==> config.mk <==
export PLATFORM = sky130hd
export DESIGN_NAME = shsat_unit
export DESIGN_NICKNAME = d
export VERILOG_FILES = /design/src/rtl/shsat_pkg.sv /design/src/rtl/shsat_shifter.sv /design/src/rtl/shsat_clamp.sv /design/src/rtl/shsat_unit.sv
export SDC_FILE = /design/constraint.sdc
export NUM_CORES = 1
export LEC_CHECK = 0
export BUFFER_PORTS_ARGS = -buffer_cell sky130_fd_sc_hd__buf_2
export CELL_PAD_IN_SITES_DETAIL_PLACEMENT = 1
export CELL_PAD_IN_SITES_GLOBAL_PLACEMENT = 2
export CORE_ASPECT_RATIO = 2
export CORE_UTILIZATION = 36
export CTS_CLUSTER_SIZE = 20
export DETAILED_ROUTE_END_ITERATION = 10
export GPL_TIMING_DRIVEN = 0
export PLACE_DENSITY_LB_ADDON = 0.05
export SLEW_MARGIN = 20
export SYNTH_ARGS = -nofsm -noshare
export SYNTH_HDL_FRONTEND = slang
export SYNTH_SLANG_ARGS = --single-unit
==> constraint.sdc <==
create_clock -name clk -period 1 [get_ports clk]
set_input_delay 0.05 -clock clk [delete_from_list [all_inputs] [get_ports clk]]
set_output_delay 0.05 -clock clk [all_outputs]
set_load 0.01 [all_outputs]
==> src/rtl/shsat_pkg.sv <==
package shsat_pkg;
  localparam int unsigned DATA_W   = 32;
  localparam int unsigned LANE_W   = DATA_W / 2;
  localparam int unsigned POS_W    = 6;
  localparam int unsigned AMT_W    = $clog2(DATA_W);
  localparam int unsigned FLAG_BIT = 27;

  typedef enum logic [1:0] {
    OP_SWORD = 2'd0,
    OP_UWORD = 2'd1,
    OP_SDUAL = 2'd2,
    OP_UDUAL = 2'd3
  } shsat_op_e;

  typedef struct packed {
    logic [DATA_W-1:0] res;
    logic              sat;
  } shsat_out_t;
endpackage

==> src/rtl/shsat_shifter.sv <==
module shsat_shifter #(
  parameter int unsigned W     = 32,
  parameter int unsigned AMT_W = $clog2(W)
) (
  input  logic [W-1:0]     val_i,
  input  logic             asr_i,
  input  logic [AMT_W-1:0] amt_i,
  output logic [W-1:0]     val_o
);
  always_comb begin
    if (asr_i) begin
      if (amt_i == '0) val_o = {W{val_i[W-1]}};
      else             val_o = W'($signed(val_i) >>> amt_i);
    end else begin
      val_o = val_i << amt_i;
    end
  end
endmodule

==> src/rtl/shsat_clamp.sv <==
module shsat_clamp #(
  parameter int unsigned W     = 32,
  parameter int unsigned POS_W = 6
) (
  input  logic [W-1:0]     val_i,
  input  logic [POS_W-1:0] pos_i,
  input  logic             uns_i,
  output logic [W-1:0]     res_o,
  output logic             sat_o
);
  localparam int unsigned SH_W = $clog2(W + 1);

  logic [SH_W-1:0]  pos_eff;
  logic [SH_W-1:0]  sh;
  logic [W:0]       one_sh;
  logic signed [W:0] vx, hi, lo;

  always_comb begin
    // legalize the position to the range of this variant
    if (uns_i) begin
      if (32'(pos_i) > W - 1) pos_eff = SH_W'(W - 1);
      else                    pos_eff = SH_W'(pos_i);
    end else begin
      if (pos_i == '0)        pos_eff = SH_W'(1);
      else if (32'(pos_i) > W) pos_eff = SH_W'(W);
      else                    pos_eff = SH_W'(pos_i);
    end
    sh     = uns_i ? pos_eff : pos_eff - SH_W'(1);
    one_sh = {{W{1'b0}}, 1'b1} << sh;
    vx     = $signed({val_i[W-1], val_i});
    hi     = $signed(one_sh - {{W{1'b0}}, 1'b1});
    lo     = uns_i ? '0 : -$signed(one_sh);
    if (vx > hi) begin
      res_o = hi[W-1:0];
      sat_o = 1'b1;
    end else if (vx < lo) begin
      res_o = lo[W-1:0];
      sat_o = 1'b1;
    end else begin
      res_o = val_i;
      sat_o = 1'b0;
    end
  end
endmodule

==> src/rtl/shsat_unit.sv <==
module shsat_unit
  import shsat_pkg::*;
#(
  parameter bit REG_OUT = 1'b1
) (
  input  logic        clk,
  input  logic        rst_n,
  input  logic        en_i,
  input  logic [1:0]  op_i,
  input  logic [1:0]  shtype_i,
  input  logic [4:0]  shamt_i,
  input  logic [5:0]  satpos_i,
  input  logic [31:0] operand_i,
  input  logic [31:0] flags_i,
  output logic [31:0] result_o,
  output logic [31:0] flags_o
);
  localparam int unsigned NLANE = DATA_W / LANE_W;

  logic              is_uns, is_dual;
  logic [DATA_W-1:0] shifted;
  logic [DATA_W-1:0] word_res;
  logic              word_sat;
  logic [DATA_W-1:0] dual_res;
  logic [NLANE-1:0]  lane_sat;
  shsat_out_t        nxt;
  logic [DATA_W-1:0] flags_nxt;

  assign is_uns  = op_i[0];
  assign is_dual = op_i[1];

  shsat_shifter #(.W(DATA_W), .AMT_W(AMT_W)) u_shift (
    .val_i (operand_i),
    .asr_i (shtype_i[1]),
    .amt_i (shamt_i),
    .val_o (shifted)
  );

  shsat_clamp #(.W(DATA_W), .POS_W(POS_W)) u_word (
    .val_i (shifted),
    .pos_i (satpos_i),
    .uns_i (is_uns),
    .res_o (word_res),
    .sat_o (word_sat)
  );

  for (genvar g = 0; g < NLANE; g++) begin : g_lane
    shsat_clamp #(.W(LANE_W), .POS_W(POS_W)) u_lane (
      .val_i (operand_i[g*LANE_W +: LANE_W]),
      .pos_i (satpos_i),
      .uns_i (is_uns),
      .res_o (dual_res[g*LANE_W +: LANE_W]),
      .sat_o (lane_sat[g])
    );
  end

  always_comb begin
    if (is_dual) begin
      nxt.res = dual_res;
      nxt.sat = |lane_sat;
    end else begin
      nxt.res = word_res;
      nxt.sat = word_sat;
    end
    flags_nxt = flags_i;
    if (nxt.sat) flags_nxt[FLAG_BIT] = 1'b1;
  end

  if (REG_OUT) begin : g_reg
    logic [DATA_W-1:0] res_q, flg_q;
    logic [DATA_W-1:0] res_d, flg_d;

    always_comb begin
      res_d = res_q;
      flg_d = flg_q;
      if (en_i) begin
        res_d = nxt.res;
        flg_d = flags_nxt;
      end
    end

    always_ff @(posedge clk or negedge rst_n) begin
      if (!rst_n) begin
        res_q <= '0;
        flg_q <= '0;
      end else begin
        res_q <= res_d;
        flg_q <= flg_d;
      end
    end

    assign result_o = res_q;
    assign flags_o  = flg_q;
  end else begin : g_comb
    assign result_o = nxt.res;
    assign flags_o  = en_i ? flags_nxt : flags_i;
  end
endmodule

# Word-level counts from Yosys, hierarchy flattened
# Index checks and enable logic that the tools add are counted.
[totals]
output_inout_bits = 64
register_bits = 64
wordCells = 53
input_bits = 82
[op_classes]
magnitude_cmp = 10
n_mux = 28
n_shift = 4
n_reduce_logical = 3
addsub = 6
[op_table]
columns = ["operator", "n"]
rows = [
  ["32-bit two-way mux", 4],
  ["33-bit two-way mux", 2],
  ["16-bit two-way mux", 4],
  ["16-bit by 17-bit > comparator with 1-bit output", 2],
  ["16-bit by 17-bit less-than comparator with 1-bit output", 2],
  ["32-bit by 33-bit > comparator with 1-bit output", 1],
  ["32-bit by 33-bit less-than comparator with 1-bit output", 1],
  ["33-bit negator", 1],
  ["1-bit by 6-bit left shift with 33-bit output (first input constant)", 1],
  ["33-bit by 1-bit subtractor with 33-bit output (second input constant)", 1],
  ["32-bit by 5-bit left shift with 32-bit output", 1],
  ["32-bit by 5-bit >>> shifter with 32-bit output", 1],
  ["6-bit two-way mux", 5],
  ["5-bit two-way mux", 5],
  ["17-bit two-way mux", 1],
  ["17-bit negator", 1],
  ["1-bit by 5-bit left shift with 17-bit output (first input constant)", 1],
  ["17-bit by 1-bit subtractor with 17-bit output (second input constant)", 1],
  ["6-bit by 5-bit > comparator with 1-bit output (second input constant)", 2],
  ["1-bit two-way mux", 7],
  ["6-bit by 4-bit > comparator with 1-bit output (second input constant)", 1],
  ["6-bit > comparator (second input constant)", 1],
  ["6-bit zero test", 1],
  ["6-bit by 1-bit subtractor with 6-bit output (second input constant)", 1],
  ["other kinds (3)", 3],
]

# Logic depth before layout (Yosys ltp)
[logic_depth]
ltp_word = 15
depth_mapped = 36
mapped_depth_nobuf = 28

# By module
# From an unflattened synthesis, not the netlist that was laid out.
[hier_totals]
cells_unflattened = 1732
area_unflattened_um2 = 14517.7
[by_module_without_submodules]
columns = ["module", "instances", "seq_area_each_um2", "area_each_um2", "cells_per_inst"]
rows = [
  ["shsat_shifter", 1, 0.0, 4277.9, 509],
  ["shsat_clamp (u_word)", 1, 0.0, 3412.0, 479],
  ["shsat_unit", 1, 1601.5, 2857.7, 210],
  ["shsat_clamp (g_lane[0].u_lane)", 1, 0.0, 1989.4, 273],
  ["shsat_clamp (g_lane[1].u_lane)", 1, 0.0, 1980.6, 261],
]

# Worst setup path after synthesis
# Ideal clock, no wire load.
[synth_path]
path_kind = "input to register"
startpoint = "input op_i[0]"
endpoint = "register g_reg.res_q[13], in the netlist result_o[13]"
n_path_buf = 9
path_slack_ps = -5421
t_arrival_ps = 6276
cell_stages = 31
path_cell_list = "buf_2 > buf_2 > clkbuf_1 > clkbuf_1 > clkbuf_1 > a21oi_1 > ha_1 > nor2b_1 > or3_1 > nand2_1 > buf_1 > nand2_1 > inv_1 > nand3_1 > ha_1 > clkbuf_1 > nor2_1 > nand4_1 > a21oi_1 > a21oi_1 > ha_1 > nand4_1 > or4_1 > o32a_1 > o31ai_1 > a211o_1 > clkbuf_1 > clkbuf_1 > nor3_1 > a221oi_1 > o221ai_1"
[synth_via]
elab_chain_len = 10
elab_cells_between_ends = 23
classes_between = "6 x add/sub; 4 x order compare; 2 x shift; 11 x mux"
[synth_lines]
columns = ["element", "line_no", "source"]
rows = [
  ["from (decl)", "shsat_unit.sv:9", "input logic [1:0] op_i,"],
  ["6-bit two-way mux / 5-bit two-way mux (equally long branches)", "shsat_clamp.sv:20", "if (uns_i) begin"],
  ["6-bit by 1-bit subtractor with 6-bit output / 5-bit by 1-bit subtractor with 5-bit output (equally long branches)", "shsat_clamp.sv:28", "sh = uns_i ? pos_eff : pos_eff - SH_W'(1);"],
  ["6-bit two-way mux / 5-bit two-way mux (equally long branches)", "shsat_clamp.sv:28", ""],
  ["1-bit by 6-bit left shift with 33-bit output / 1-bit by 5-bit left shift with 17-bit output (equally long branches)", "shsat_clamp.sv:29", "one_sh = {{W{1'b0}}, 1'b1} << sh;"],
  ["33-bit negator / 17-bit negator (equally long branches)", "shsat_clamp.sv:32", "lo = uns_i ? '0 : -$signed(one_sh);"],
  ["33-bit two-way mux / 17-bit two-way mux (equally long branches)", "shsat_clamp.sv:32", ""],
  ["32-bit by 33-bit less-than comparator with 1-bit output / 16-bit by 17-bit less-than comparator with 1-bit output (equally long branches)", "shsat_clamp.sv:36", "end else if (vx < lo) begin"],
  ["32-bit two-way mux / 16-bit two-way mux (equally long branches)", "shsat_clamp.sv:36", ""],
  ["32-bit two-way mux / 16-bit two-way mux (equally long branches)", "shsat_clamp.sv:33", "if (vx > hi) begin"],
  ["33-bit two-way mux (*)", "shsat_unit.sv:58", "if (is_dual) begin"],
  ["to (signal assigned)", "shsat_unit.sv:87", "res_q <= res_d;"],
  ["to (decl)", "shsat_unit.sv:70", "logic [DATA_W-1:0] res_q, flg_q;"],
]
# Every way passes the cells marked *; elsewhere a longest branch is shown, timed or not.
# A chain may end at the register's enable or synchronous reset.

# Final worst setup path
[layout_path]
startpoint = "input shamt_i[1]"
endpoint = "register g_reg.res_q[27], in the netlist result_o[27]"
[layout_via]
elab_chain_len = 7
elab_cells_between_ends = 10
classes_between = "2 x order compare; 2 x shift; 5 x mux; 1 x reduce/logical"
[layout_lines]
columns = ["element", "line_no", "source"]
rows = [
  ["from (decl)", "shsat_unit.sv:11", "input logic [4:0] shamt_i,"],
  ["32-bit by 5-bit >>> shifter with 32-bit output / 5-bit zero test (equally long branches)", "shsat_shifter.sv:13, shsat_shifter.sv:12", ""],
  ["32-bit two-way mux", "shsat_shifter.sv:12", "if (amt_i == '0) val_o = {W{val_i[W-1]}};"],
  ["32-bit two-way mux (*)", "shsat_shifter.sv:11", "if (asr_i) begin"],
  ["32-bit by 33-bit less-than comparator with 1-bit output", "shsat_clamp.sv:36", ""],
  ["32-bit two-way mux", "shsat_clamp.sv:36", ""],
  ["32-bit two-way mux (*)", "shsat_clamp.sv:33", ""],
  ["33-bit two-way mux (*)", "shsat_unit.sv:58", ""],
]
# Marks and branches as above.

==> impl_metrics.tcl <==
set metrics [dict create \
    run_status "finished, violations left" \
    violations "negative setup slack" \
    core_mm2 0.0342 \
    critical_path_required_ns 1.22 \
    slowest_delay_ns 0.84 \
    fin_nets 2077 \
    die_y_um 265 \
    hp-class "input pin to asynchronous set/reset pin" \
    p_per_area_mw_per_mm2 1240 \
    endpoint_kind "register" \
    fin_crit_ns 5.69 \
    layout_commonest_cell "buf_2" \
    grt_max_degree 37 \
    slew_headroom_pct 17.0 \
    tritoncts "built" \
    rows 96 \
    vias 16000 \
    syn_area_mm2 0.0125 \
    drive_gt1_share_pct 36.6 \
    drtAntennaViolNets 0 \
    hold_ws_ns 0.186 \
    die_area_mm2 0.0355 \
    syn_inst 1566 \
    path_class "input pin to register" \
    dr.pass1.iters 6 \
    worstPathMaxFanout 10 \
    p_sw_uw 10600 \
    synth_edf_count 0 \
    antenna_found_initial 7 \
    cts_sinks 64 \
    initial_core_util_pct 36.5 \
    cp_slowest_cell "mux2i_1" \
    grt_pass1_wl_um 117000 \
    dpl_worst_slack_ns -6.87 \
    hold_violations 0 \
    p_comb_share_pct 66.5 \
    critPathArrivalTime_ns 5.92 \
    crit_path_start_kind "input pin" \
    tightestPinTransition_ns 1.23 \
    grtUsageTotal_pct 46.9 \
    drc 0 \
    synth.yosys.seq_area_share_pct 12.8 \
    path_buf_inv 5 \
    syn_area_per_cell_um2 7.97 \
    peakVddDrop_mv 0.871 \
    instances_no_fill 2306 \
    h-tree-depth 3 \
    cts-root-buf "clkbuf_16" \
    syn-num-nets 1785 \
    p_int_uw 11000 \
    insertion_delay_ns 0.36 \
    drtIter0Drc 1298 \
    leakagePower_uw 0.00717 \
    path_common_cell "buf_2" \
    rrSetupSlack_ns -0.07 \
    synthFlopType "dfrtp_1" \
    drt_wl_total_um 83300 \
    grt_pass1_vias 16500 \
    clockPowerShare_pct 17.1 \
    layout_common_cells "152 x buf_2, 145 x nand2_1, 125 x ha_1" \
    cts_made_buffers 9 \
    grt_setup_unrepaired "true" \
    io_pins 146 \
    timing.rr.end "result_o[23]" \
    ys_warn_count 0 \
    final_util_pct 50.9 \
    synth_cell_types 102 \
    die-width_um 134 \
    clockBufferDepth 2 \
    place_inst 2147 \
    gp_congestion 1.08 \
    path_clk_slew_ns 0.07 \
    area_delta_synth_final_pct 39.6 \
    sequentialPowerShare_pct 16.4 \
    place.detailed.hpwl_um 61500 \
    period_share_pct 569 \
    wire_per_inst_um 36.1 \
    crit_chain "buf_2, clkbuf_4, buf_2, mux4_2, mux2i_1, a21oi_1, a22oi_1, o21a_1, inv_1, ha_1, nand4_1, or4_4, o32a_1, o31ai_4, a211o_1, buf_8, o221ai_4, nor3_4, o22ai_1" \
    max_cap_violations 0 \
    rr_worst_depth 3 \
    r2r_start "result_o[23]" \
    timing.final.ws_setup_ns -4.69 \
    port_buffers 137 \
    avgViaCountPerCell 6.94 \
    max_clock_freq_mhz 176 \
    drv_slew 0 \
    gr-total-overflow 0 \
    async_reset_ff_share_pct 100 \
    finalSetupViolations 39 \
    fillers 4062 \
    path_delay_family "compound AO/OA/AOI/OAI gates" \
    finClkSkew_ns 0 \
    ys_ff_latch 64 \
    switching_share_pct 49.1 \
]
[logic make-up (layout without fill, tap and decap cells)]
group / after synthesis / in the layout / synth area share [%]
muxes: 184 / 184 / 19.8
buffers and inverters: 190 / 487 / 6.45
xor gates and xnor gates: 12 / 12 / 0.842
and+or+nand+nor: 480 / 480 / 18.3
AOI/OAI and AO/OA: 498 / 498 / 27.9
DFF: 64 / 64 / 12.8
other: 1 / 3 / 0.0300
adders and majority gates: 137 / 137 / 13.7
[power groups by stage]
stage / combinational, uW / clock [uW] / sequential (uW)
after global routing: 14800 / 3790 / 3580
after detailed placement: 10600 / 0 / 3520
after global placement: 10400 / 0 / 3520
final: 14400 / 3700 / 3550
after floorplan: 6080 / 0 / 3630
after CTS: 12900 / 3690 / 3490
[flip-flops by register name, summed over array words and instances (netlist names)]
| name | count |
|---|---|
| flags_o | 32 |
| result_o | 32 |
[Yosys cell counts (9+ instances only)]
cell,instances,area [um^2]
o21a_1,11,82.6
nand2_1,152,571
o211ai_1,26,195
mux2i_1,86,861
and2_1,16,100
mux2_2,50,563
buf_1,13,48.8
or3_1,12,75.1
nor3_1,39,195
xnor2_1,9,78.8
o21ai_1,10,50.1
nand3_1,34,170
nor2_1,128,480
o221ai_1,17,149
clkbuf_1,63,236
a221oi_1,28,245
buf_2,23,115
nand4_1,25,156
ha_1,137,1710
a22oi_1,11,82.6
a21oi_1,115,576
o21ai_0,74,370
a221o_1,9,90.1
a21o_1,31,233
and3_1,14,87.6
mux4_2,43,968
dfrtp_1,64,1600
nor2b_1,11,68.8
nor4_1,9,56.3
inv_1,74,278
o22ai_1,12,75.1
a211oi_1,15,113
a31oi_1,25,156
[final cells by class]
class / instances / area [um^2] / share of cell area [%]
Sequential cell: 64 / 1600 / 9.20
Multi-Input combinational cell: 1312 / 11800 / 67.5
Buffer: 105 / 802 / 4.60
Inverter: 79 / 325 / 1.87
Antenna cell: 2 / 5.00 / 0.0287
Timing Repair Buffer: 287 / 2050 / 11.8
Tap cell: 441 / 552 / 3.16
Clock buffer: 9 / 225 / 1.29
Clock inverter: 7 / 103 / 0.588
[routing by layer]
metal  wire [um]  up-vias  global-route usage, %
li1            -     6610                      -
met1       26100     7881                   45.0
met2       39800      987                   77.9
met3        6370      512                   12.1
met4       10900       10                   50.5
met5          69        -                      0
[stage by stage]
stage | TNS, ns | power, uW | instance area (um^2)
after floorplan | -138.91 | 9710 | 12900
after global placement | -251.85 | 13900 | 14100
after detailed placement | -223.17 | 14100 | 14100
after CTS | -144.69 | 20100 | 16700
after global routing | -153.70 | 22200 | 17400
final | -151.28 | 21600 | 17400
[worst max-delay path by stage]
stage,start,endpoint,slack (ns),cells past startpoint
final,shamt_i[1],result_o[27],-4.69,19
after global placement,op_i[0],result_o[22],-6.85,31
after detailed placement,op_i[0],result_o[22],-6.87,31
after CTS,op_i[0],result_o[31],-4.49,33
after floorplan,op_i[0],result_o[31],-4.28,32
after global routing,shamt_i[2],result_o[27],-4.78,18
[what timing repair did]
| item | CTS | global route |
|---|---|---|
| endpoints found under the hold margin | 69 | 0 |
| pin swaps | 70 | 58 |
| hold buffers | 33 | 0 |
| gates cloned | 2 | 0 |
| gates resized for setup | 246 | 112 |
| setup buffers | 75 | 38 |
| endpoints found under the setup margin | 45 | 43 |
Power figures use the tool's default switching activity.
